`config.mk`:
```
export PLATFORM = sky130hd
export DESIGN_NAME = hubwin_ctrl
export DESIGN_NICKNAME = d
export VERILOG_FILES = /design/src/rtl/hubwin_pkg.sv /design/src/rtl/hubwin_slot.sv /design/src/rtl/hubwin_fetch.sv /design/src/rtl/hubwin_pc.sv /design/src/rtl/hubwin_ctrl.sv
export SDC_FILE = /design/constraint.sdc
export NUM_CORES = 1
export LEC_CHECK = 0
export BUFFER_PORTS_ARGS = -buffer_cell sky130_fd_sc_hd__buf_2
export CAP_MARGIN = 20
export CORE_AREA = 2 2 233 235
export CTS_CLUSTER_SIZE = 30
export DETAILED_ROUTE_END_ITERATION = 16
export DIE_AREA = 0 0 235 237
export GPL_TIMING_DRIVEN = 0
export MAX_ROUTING_LAYER = met4
export PLACE_DENSITY = 0.57
export SLEW_MARGIN = 20
export SYNTH_ARGS = -nofsm -noshare
export SYNTH_HDL_FRONTEND = slang
export SYNTH_SLANG_ARGS = --single-unit
export TNS_END_PERCENT = 10
```
`constraint.sdc`:
```
create_clock -name clk -period 8.8 [get_ports clk]
set_clock_uncertainty 0.15 [all_clocks]
set_input_delay 2.2 -clock clk [delete_from_list [all_inputs] [get_ports clk]]
set_output_delay 2.2 -clock clk [all_outputs]
set_load 0.005 [all_outputs]
```
`src/rtl/hubwin_pkg.sv`:
```
package hubwin_pkg;

  // Advance a byte pointer by one line, wrapping at the pointer width.
  function automatic logic [31:0] ptr_next(input logic [31:0] p,
                                           input int unsigned line_bytes,
                                           input int unsigned w);
    logic [31:0] m;
    m = (w >= 32) ? 32'hFFFF_FFFF : ((32'd1 << w) - 32'd1);
    return (p + line_bytes) & m;
  endfunction

  // Two local addresses share a window when all bits above the index agree.
  function automatic logic same_window(input logic [31:0] a,
                                       input logic [31:0] b,
                                       input int unsigned lo);
    return (a >> lo) == (b >> lo);
  endfunction

endpackage

```
`src/rtl/hubwin_slot.sv`:
```
module hubwin_slot #(
  parameter int SLOT_PERIOD = 8
) (
  input  logic clk,
  input  logic rst_n,
  output logic tick
);
  localparam int CW = (SLOT_PERIOD > 1) ? $clog2(SLOT_PERIOD) : 1;

  logic [CW-1:0] cnt;

  always_ff @(posedge clk) begin
    if (!rst_n) cnt <= '0;
    else if (cnt == CW'(SLOT_PERIOD - 1)) cnt <= '0;
    else cnt <= cnt + CW'(1);
  end

  assign tick = (cnt == '0);
endmodule

```
`src/rtl/hubwin_fetch.sv`:
```
module hubwin_fetch
  import hubwin_pkg::*;
#(
  parameter int PTR_W      = 18,
  parameter int LINE_W     = 256,
  parameter int LINE_BYTES = 32
) (
  input  logic              clk,
  input  logic              rst_n,
  input  logic              start,
  input  logic [PTR_W-1:0]  start_ptr,
  input  logic              slot_tick,
  input  logic              leave,
  input  logic              wrap,
  input  logic              fill_valid,
  input  logic [LINE_W-1:0] fill_data,
  output logic              stream_on,
  output logic              win_valid,
  output logic              mem_req,
  output logic [PTR_W-1:0]  mem_addr,
  output logic              win_load,
  output logic [LINE_W-1:0] win_wdata
);
  logic              stream_q, valid_q, pend, inflight, drop, nxt_ok;
  logic [PTR_W-1:0]  ptr;
  logic [LINE_W-1:0] nxt_buf;
  logic              issue, fill_acc, good, take_nxt, load;

  assign issue    = stream_q & pend & ~inflight & slot_tick & ~start & ~leave;
  assign fill_acc = fill_valid & inflight;
  assign good     = fill_acc & ~drop & stream_q & ~start & ~leave;
  assign take_nxt = wrap & nxt_ok;
  assign load     = (good & ~valid_q) | (wrap & (nxt_ok | good));

  always_ff @(posedge clk) begin
    if (!rst_n) begin
      stream_q <= 1'b0;
      valid_q  <= 1'b0;
      pend     <= 1'b0;
      inflight <= 1'b0;
      drop     <= 1'b0;
      nxt_ok   <= 1'b0;
      ptr      <= '0;
      nxt_buf  <= '0;
    end else begin
      if (issue) ptr <= PTR_W'(ptr_next(32'(ptr), LINE_BYTES, PTR_W));
      if (issue) inflight <= 1'b1;
      else if (fill_acc) inflight <= 1'b0;

      if (start) begin
        ptr      <= start_ptr;
        stream_q <= 1'b1;
        valid_q  <= 1'b0;
        pend     <= 1'b1;
        nxt_ok   <= 1'b0;
        drop     <= inflight & ~fill_acc;
      end else if (leave) begin
        stream_q <= 1'b0;
        valid_q  <= 1'b0;
        pend     <= 1'b0;
        nxt_ok   <= 1'b0;
        drop     <= inflight & ~fill_acc;
      end else begin
        if (fill_acc) drop <= 1'b0;
        if (load) begin
          valid_q <= 1'b1;
          pend    <= 1'b1;
        end else begin
          if (wrap)  valid_q <= 1'b0;
          if (issue) pend    <= 1'b0;
        end
        if (take_nxt) nxt_ok <= 1'b0;
        else if (good & valid_q & ~wrap) begin
          nxt_buf <= fill_data;
          nxt_ok  <= 1'b1;
        end
      end
    end
  end

  assign stream_on = stream_q;
  assign win_valid = valid_q;
  assign mem_req   = issue;
  assign mem_addr  = ptr;
  assign win_load  = load;
  assign win_wdata = take_nxt ? nxt_buf : fill_data;
endmodule

```
`src/rtl/hubwin_pc.sv`:
```
module hubwin_pc #(
  parameter int PC_W  = 9,
  parameter int IDX_W = 3
) (
  input  logic            clk,
  input  logic            rst_n,
  input  logic            start,
  input  logic [PC_W-1:0] base,
  input  logic            branch,
  input  logic [PC_W-1:0] tgt,
  input  logic            step_ok,
  input  logic            stream_on,
  output logic [PC_W-1:0] pc
);
  always_ff @(posedge clk) begin
    if (!rst_n) pc <= '0;
    else if (start) pc <= base;
    else if (branch) pc <= tgt;
    else if (step_ok) begin
      if (stream_on) pc <= {pc[PC_W-1:IDX_W], pc[IDX_W-1:0] + IDX_W'(1)};
      else           pc <= pc + PC_W'(1);
    end
  end
endmodule

```
`src/rtl/hubwin_ctrl.sv`:
```
module hubwin_ctrl
  import hubwin_pkg::*;
#(
  parameter int PTR_W       = 18,
  parameter int WORD_W      = 32,
  parameter int WIN_WORDS   = 8,
  parameter int PC_W        = 9,
  parameter int SLOT_PERIOD = 8
) (
  input  logic                        clk,
  input  logic                        rst_n,
  input  logic                        start,
  input  logic [PTR_W-1:0]            start_ptr,
  input  logic [PC_W-1:0]             win_base,
  input  logic                        step,
  input  logic                        branch,
  input  logic [PC_W-1:0]             branch_tgt,
  output logic [PC_W-1:0]             pc,
  output logic                        stream_on,
  output logic                        stall,
  output logic                        mem_req,
  output logic [PTR_W-1:0]            mem_addr,
  input  logic                        fill_valid,
  input  logic [WORD_W*WIN_WORDS-1:0] fill_data,
  output logic                        win_we,
  output logic [PC_W-1:0]             win_waddr,
  output logic [WORD_W*WIN_WORDS-1:0] win_wdata
);
  localparam int LINE_W     = WORD_W * WIN_WORDS;
  localparam int LINE_BYTES = LINE_W / 8;
  localparam int IDX_W      = $clog2(WIN_WORDS);

  // Named internal events, visible to the bound checker.
  logic            slot_tick;
  logic            win_valid;
  logic            tgt_in_win;
  logic            br_leave;
  logic            step_ok;
  logic            wrap_evt;
  logic [PC_W-1:0] base_al;

  assign base_al    = {win_base[PC_W-1:IDX_W], {IDX_W{1'b0}}};
  assign tgt_in_win = same_window(32'(branch_tgt), 32'(base_al), IDX_W);
  assign br_leave   = branch & stream_on & ~tgt_in_win & ~start;
  assign stall      = stream_on & ~win_valid;
  assign step_ok    = step & ~stall;
  assign wrap_evt   = step_ok & stream_on & ~branch & ~start &
                      (pc[IDX_W-1:0] == IDX_W'(WIN_WORDS - 1));

  hubwin_slot #(.SLOT_PERIOD(SLOT_PERIOD)) u_slot (
    .clk  (clk),
    .rst_n(rst_n),
    .tick (slot_tick)
  );

  hubwin_fetch #(
    .PTR_W     (PTR_W),
    .LINE_W    (LINE_W),
    .LINE_BYTES(LINE_BYTES)
  ) u_fetch (
    .clk       (clk),
    .rst_n     (rst_n),
    .start     (start),
    .start_ptr (start_ptr),
    .slot_tick (slot_tick),
    .leave     (br_leave),
    .wrap      (wrap_evt),
    .fill_valid(fill_valid),
    .fill_data (fill_data),
    .stream_on (stream_on),
    .win_valid (win_valid),
    .mem_req   (mem_req),
    .mem_addr  (mem_addr),
    .win_load  (win_we),
    .win_wdata (win_wdata)
  );

  hubwin_pc #(.PC_W(PC_W), .IDX_W(IDX_W)) u_pc (
    .clk      (clk),
    .rst_n    (rst_n),
    .start    (start),
    .base     (base_al),
    .branch   (branch),
    .tgt      (branch_tgt),
    .step_ok  (step_ok),
    .stream_on(stream_on),
    .pc       (pc)
  );

  assign win_waddr = base_al;
endmodule

```
---- After elaboration in Yosys (flattened, before gate mapping) ----
Index checks and enable logic that the tools add are counted.
cells by class
  add/sub/neg operators ................... 4
  equal/unequal tests ..................... 4
  muxes and demuxes ....................... 19
  bitwise operators ....................... 39
  reductions and logical operators ........ 15
operators with widths
  kind                                            number
  2-to-1 mux 256 bit                              1
  2-to-1 mux 18 bit                               2
  2-to-1 mux 9 bit                                4
  bitwise AND 1 bit                               25
  adder 18 x 6 -> 18 bit (second input constant)  1
  2-to-1 mux 1 bit                                12
  NOT 1 bit                                       12
  nonzero test 2 bit                              5
  adder 9 x 1 -> 9 bit (second input constant)    1
  adder 3 x 1 -> 3 bit (second input constant)    2
  equality test 3 bit (second input constant)     2
  equality test 6 bit                             1
  nonzero test 3 bit                              2
  AND reduction 4 bit                             1
  nonzero test 4 bit                              1
  OR reduction 2 bit                              2
  OR reduction 4 bit                              1
  zero test 3 bit                                 1
  inequality test 3 bit (second input constant)   1
  OR reduction 3 bit                              1
  OR 1 bit                                        2
  AND reduction 2 bit                             1
word-level totals
  register bits ........................... 292
  output and inout bits ................... 296
  word-level logic and storage cells ...... 92

---- Depth between registers and ports, before layout ----
  word-level depth ........................ 13
  gate-level depth with buffers ........... 9
  gate-level depth less buffers ........... 7

---- Hierarchy ----
From an unflattened synthesis, not the netlist that was laid out.
unflattened totals
  cell total of the unflattened synthesis .. 1655
  area, all modules ....................... 14742.9 sq um
modules (own cells, without submodules)
  module        times used  cells an instance  area each (sq um)
  hubwin_fetch  1           1534               13784.5
  hubwin_pc     1           85                 639.4
  hubwin_ctrl   1           24                 177.7
  hubwin_slot   1           12                 141.4

---- Least setup slack after synthesis ----
No wires, ideal clock.
  path kind ............................... input -> output
  start point ............................. input branch_tgt[4]
  end point ............................... output mem_req
  arrival ................................. 3.433 ns
  setup slack ............................. 3.017 ns
  cell stages on the path ................. 7
  cell sequence ........................... xor2_1 -> nor4_2 -> a21oi_2 -> buf_6 -> buf_6 -> buf_2 -> nor2_1
on the way
  cells in the longest elaborated chain, start to end .. 6
ends and longest elaborated chain
  what                            line                source
  from (decl)                     hubwin_ctrl.sv:17   input logic [PC_W-1:0] branch_tgt,
  equality test 6 bit             hubwin_pkg.sv:16    return (a >> lo) == (b >> lo);
  NOT 1 bit                       hubwin_ctrl.sv:44   assign br_leave = branch & stream_on & ~tgt_in_win & ~start;
  bitwise AND 1 bit (2 in a row)  hubwin_ctrl.sv:44
  NOT 1 bit (no line)             --
  bitwise AND 1 bit               hubwin_fetch.sv:29  assign issue = stream_q & pend & ~inflight & slot_tick & ~start & ~leave;
  to (decl)                       hubwin_ctrl.sv:21   output logic mem_req,
No other way between the ends.

---- Final worst setup path ----
  start point ............................. input branch
  end point ............................... output win_wdata[170]
on the way
  cells in the longest elaborated chain, start to end .. 6
ends and longest elaborated chain
  what                            line                source
  from (decl)                     hubwin_ctrl.sv:16   input logic branch,
  NOT 1 bit                       hubwin_ctrl.sv:47   assign wrap_evt = step_ok & stream_on & ~branch & ~start &
  bitwise AND 1 bit (3 in a row)  hubwin_ctrl.sv:47
  bitwise AND 1 bit               hubwin_fetch.sv:32  assign take_nxt = wrap & nxt_ok;
  2-to-1 mux 256 bit              hubwin_fetch.sv:86  assign win_wdata = take_nxt ? nxt_buf : fill_data;
  to (decl)                       hubwin_ctrl.sv:27   output logic [WORD_W*WIN_WORDS-1:0] win_wdata
No other way between the ends.

==> results.md <==
* First-pass detailed-route iteration total at 6
* Netlist area before placement at 0.0147 sq mm
* Startpoint kind of the worst setup timing path: input pin
* Number of standard cells after synthesis at 1,721
* Count of input and output buffers at 587
* Arrival time at the worst endpoint at 4960 ps
* Worst Tran Pin Value at 1090 ps
* Worst slew margin at 0.271
* Chip Height at 237 um
* Worst-case hold slack at 320 ps
* # setup viols final at 0
* Critical Setup Path Class: in -> out
* VDD IR-drop max at 0.101 mV
* Critical path capture point type: primary output
* Clock tree buffer depth at 3
* Most common cell after layout, fill and taps aside: sky130_fd_sc_hd__buf_2
* Hold Vio Cnt, Final at 0
* RSZ-0062 raised after global routing: false
* Average via count per standard cell at 5.16
* Number of buffers inserted by post-CTS setup repair at 0
* Number of fillers in the final layout at 5,609
* Total design power at 3.18 mW
* Top cells by area, synth: sky130_fd_sc_hd__dfxtp_1 40%, sky130_fd_sc_hd__mux2_1 20%, sky130_fd_sc_hd__nand3_1 9.2%
* Post-layout nets at 2,652
* Overall global routing resource usage at 0.213
* DRT Wirelength at 60.7 mm
* Clk sink count at 292
* Worst skew pair latency at 530 ps
* Most frequent cells in the layout: 627 x sky130_fd_sc_hd__buf_2, 292 x sky130_fd_sc_hd__dfxtp_1, 271 x sky130_fd_sc_hd__nand3_1, 267 x sky130_fd_sc_hd__a21oi_1, 263 x sky130_fd_sc_hd__o21ai_1
* Yosys top cell area share at 0.397
* Min cycle time layout at 7310 ps
* Maximum clock frequency at 0.137 GHz
* Mean area per synthesized cell at 8.55 sq um
* RePlAce Congestion at 0.937
* Growth of design area from synthesis to finish at 34.0%
* Library cell with the largest summed area after synthesis: sky130_fd_sc_hd__dfxtp_1
* Adder and majority cell fraction of the synthesized area at 0.00510
* Largest driver fanout on the critical path at 10
* Total die area at 0.0557 sq mm
* Required time worst endpoint at 6450 ps
* DR vias at 15,900
* Leakage at 7.67 nW
* Global-route met2 utilization at 0.364
* Global-route wire length before repair at 91.8 mm
* Most used routing layer in global routing: met2
* DRC violations left at 0
* Maxcap violations at 0
* Die X at 235 um
* PD cells at 161 mW/mm^2
* Share of the yosys chip area belonging to registers at 0.397
* Final-layout setup total negative slack at 0 ps
* Placed Cells incl. Taps at 3,006
* Combinational family with the most area after synthesis: compound AO/OA/AOI/OAI gates
* CTS buffer count at 36
* Initial DRC count at 735
* Total of flip-flops plus latches after synthesis at 292
* Count of distinct cell types in the synthesized netlist at 51
* Final cycle utilization of the critical path at 0.831
* Final count of pins violating max slew at 0
* XOR/XNOR Fraction of Synth Area at 0.00536
* Clock transition at the register clock pins on the worst setup and hold paths after CTS at 60 ps
* I/O pin count at 594
* Sum of overflow across all layers after global routing at 0
* Antenna violations before repair at 11
* Site Rows at 85
* Classification of the worst-slack hold path: reg -> reg
* CTS-repair resized insts at 0
* Layout cell share with drive strength beyond 1 at 0.298
* YS warnings at 0
* Area share of and/or/nand/nor cells after synthesis at 0.123
* Post-synth ARST share at 0
* Final Cell Area at 0.0197 sq mm
* Placed inst area at 0.0185 sq mm
* Initial cell density of the core at 0.276
* Number of enable-type register cells in the synthesized netlist at 0
* Core Area at 0.0533 sq mm
* Final Non-Filler Cells at 3,078
* DR WL/cell at 19.7 um
* Met3 Track Usage GR at 0.0471
* Dominant synthesized flop cell: sky130_fd_sc_hd__dfxtp_1
* Number of levels the H-tree was split into at 2
* Post-route antenna net violation count at 0
* Final HPWL from detailed placement at 47.2 mm
* Mux cell area share after synthesis at 0.203
* Number of hold buffers added after cts at 0
* Largest net degree at the start of global routing at 15
* Clock tree from TritonCTS: yes
* Area fraction in compound gates after synthesis at 0.207
* Outcome: finished clean
* CTS Root Cell: sky130_fd_sc_hd__clkbuf_16
* Number of global-route vias before repair at 15,700
* Met1 routing resource usage after global routing at 0.247
[flip-flops by register name, indices dropped and copies added (netlist names)]
register	count
u_fetch.nxt_buf	256
u_fetch.mem_addr	18
u_pc.pc	9
u_slot.cnt	3
u_fetch.drop	1
u_fetch.inflight	1
u_fetch.nxt_ok	1
u_fetch.pend	1
u_fetch.stream_on	1
u_fetch.win_valid	1
[layer usage]
layer / vias up / part of all wire
met3: 95 / 0.067
met5: - / 0
met2: 605 / 0.50
met4: 0 / 0.026
met1: 7611 / 0.41
li1: 7569 / -
[through the flow]
step                worst slack, ps   util
floorplan                      3020      -
global placement               1390  0.348
detailed placement             1400  0.348
CTS                            1390  0.369
global route                   1350  0.370
finish                         1490  0.370
[critical path, stage by stage]
cell and delay (ps):
sky130_fd_sc_hd__buf_2 120, sky130_fd_sc_hd__nor2b_1 60, sky130_fd_sc_hd__nand4_1 450, sky130_fd_sc_hd__clkbuf_1 870, sky130_fd_sc_hd__buf_1 660, sky130_fd_sc_hd__mux2_1 440
sky130_fd_sc_hd__buf_2 160
[synthesized netlist by cell type (all sizes together) (2+ instances only)]
library cell  instances
a211o                 3
a211oi                3
a21o                  2
a21oi               268
a221o                 2
a221oi                2
a22oi                 2
a311oi                5
a31oi                10
and2                  2
and3                  2
buf                 113
clkbuf               80
dfxtp               292
ha                    6
inv                  10
mux2                258
mux2i                 8
nand2                20
nand2b                2
nand3               271
nand4                 7
nor2                 22
nor2b                 7
nor3                  7
nor3b                 5
nor4                  5
o21a                  3
o21ai               278
o31ai                 3
or3                   2
or4                   4
xnor2                 3
xor2                  6
[report_power, final]
part / switching, mW / total [mW] / internal [mW]
Clock: 0.603 / 1.47 / 0.864
Sequential: 0.0130 / 1.35 / 1.33
Combinational: 0.215 / 0.370 / 0.156
[final cells by class]
cell class / count / area (sq um) / share of cell area
diodes: 11 / 27.5 / 0.00140
repair buffers: 587 / 2940 / 0.149
inverters: 10 / 37.5 / 0.00190
clock buffers: 46 / 1040 / 0.0527
clock inverters: 15 / 120 / 0.00609
multi-input cells: 1228 / 8010 / 0.406
flip-flops and latches: 292 / 5850 / 0.297
well taps: 696 / 871 / 0.0442
plain buffers: 193 / 823 / 0.0418
[path summary, 6_finish.rpt]
kind,depth (start not counted),end,from,slack (ps)
worst max register to register,9,u_fetch.nxt_buf[7],u_pc.pc[0],5590
worst min-delay path,1,u_slot.cnt[0],u_slot.cnt[0],320
worst max-delay path,7,win_wdata[170],branch,1490
worst min register to register,1,u_slot.cnt[0],u_slot.cnt[0],320
[cells by family after synthesis]
family | count (synthesis)
simple gates | 358
flops | 292
xor+xnor | 9
fa+ha+maj | 6
other cells | 1
compound gates | 586
mux | 266
buf+inv | 203
(Power assumes the default switching activity.)
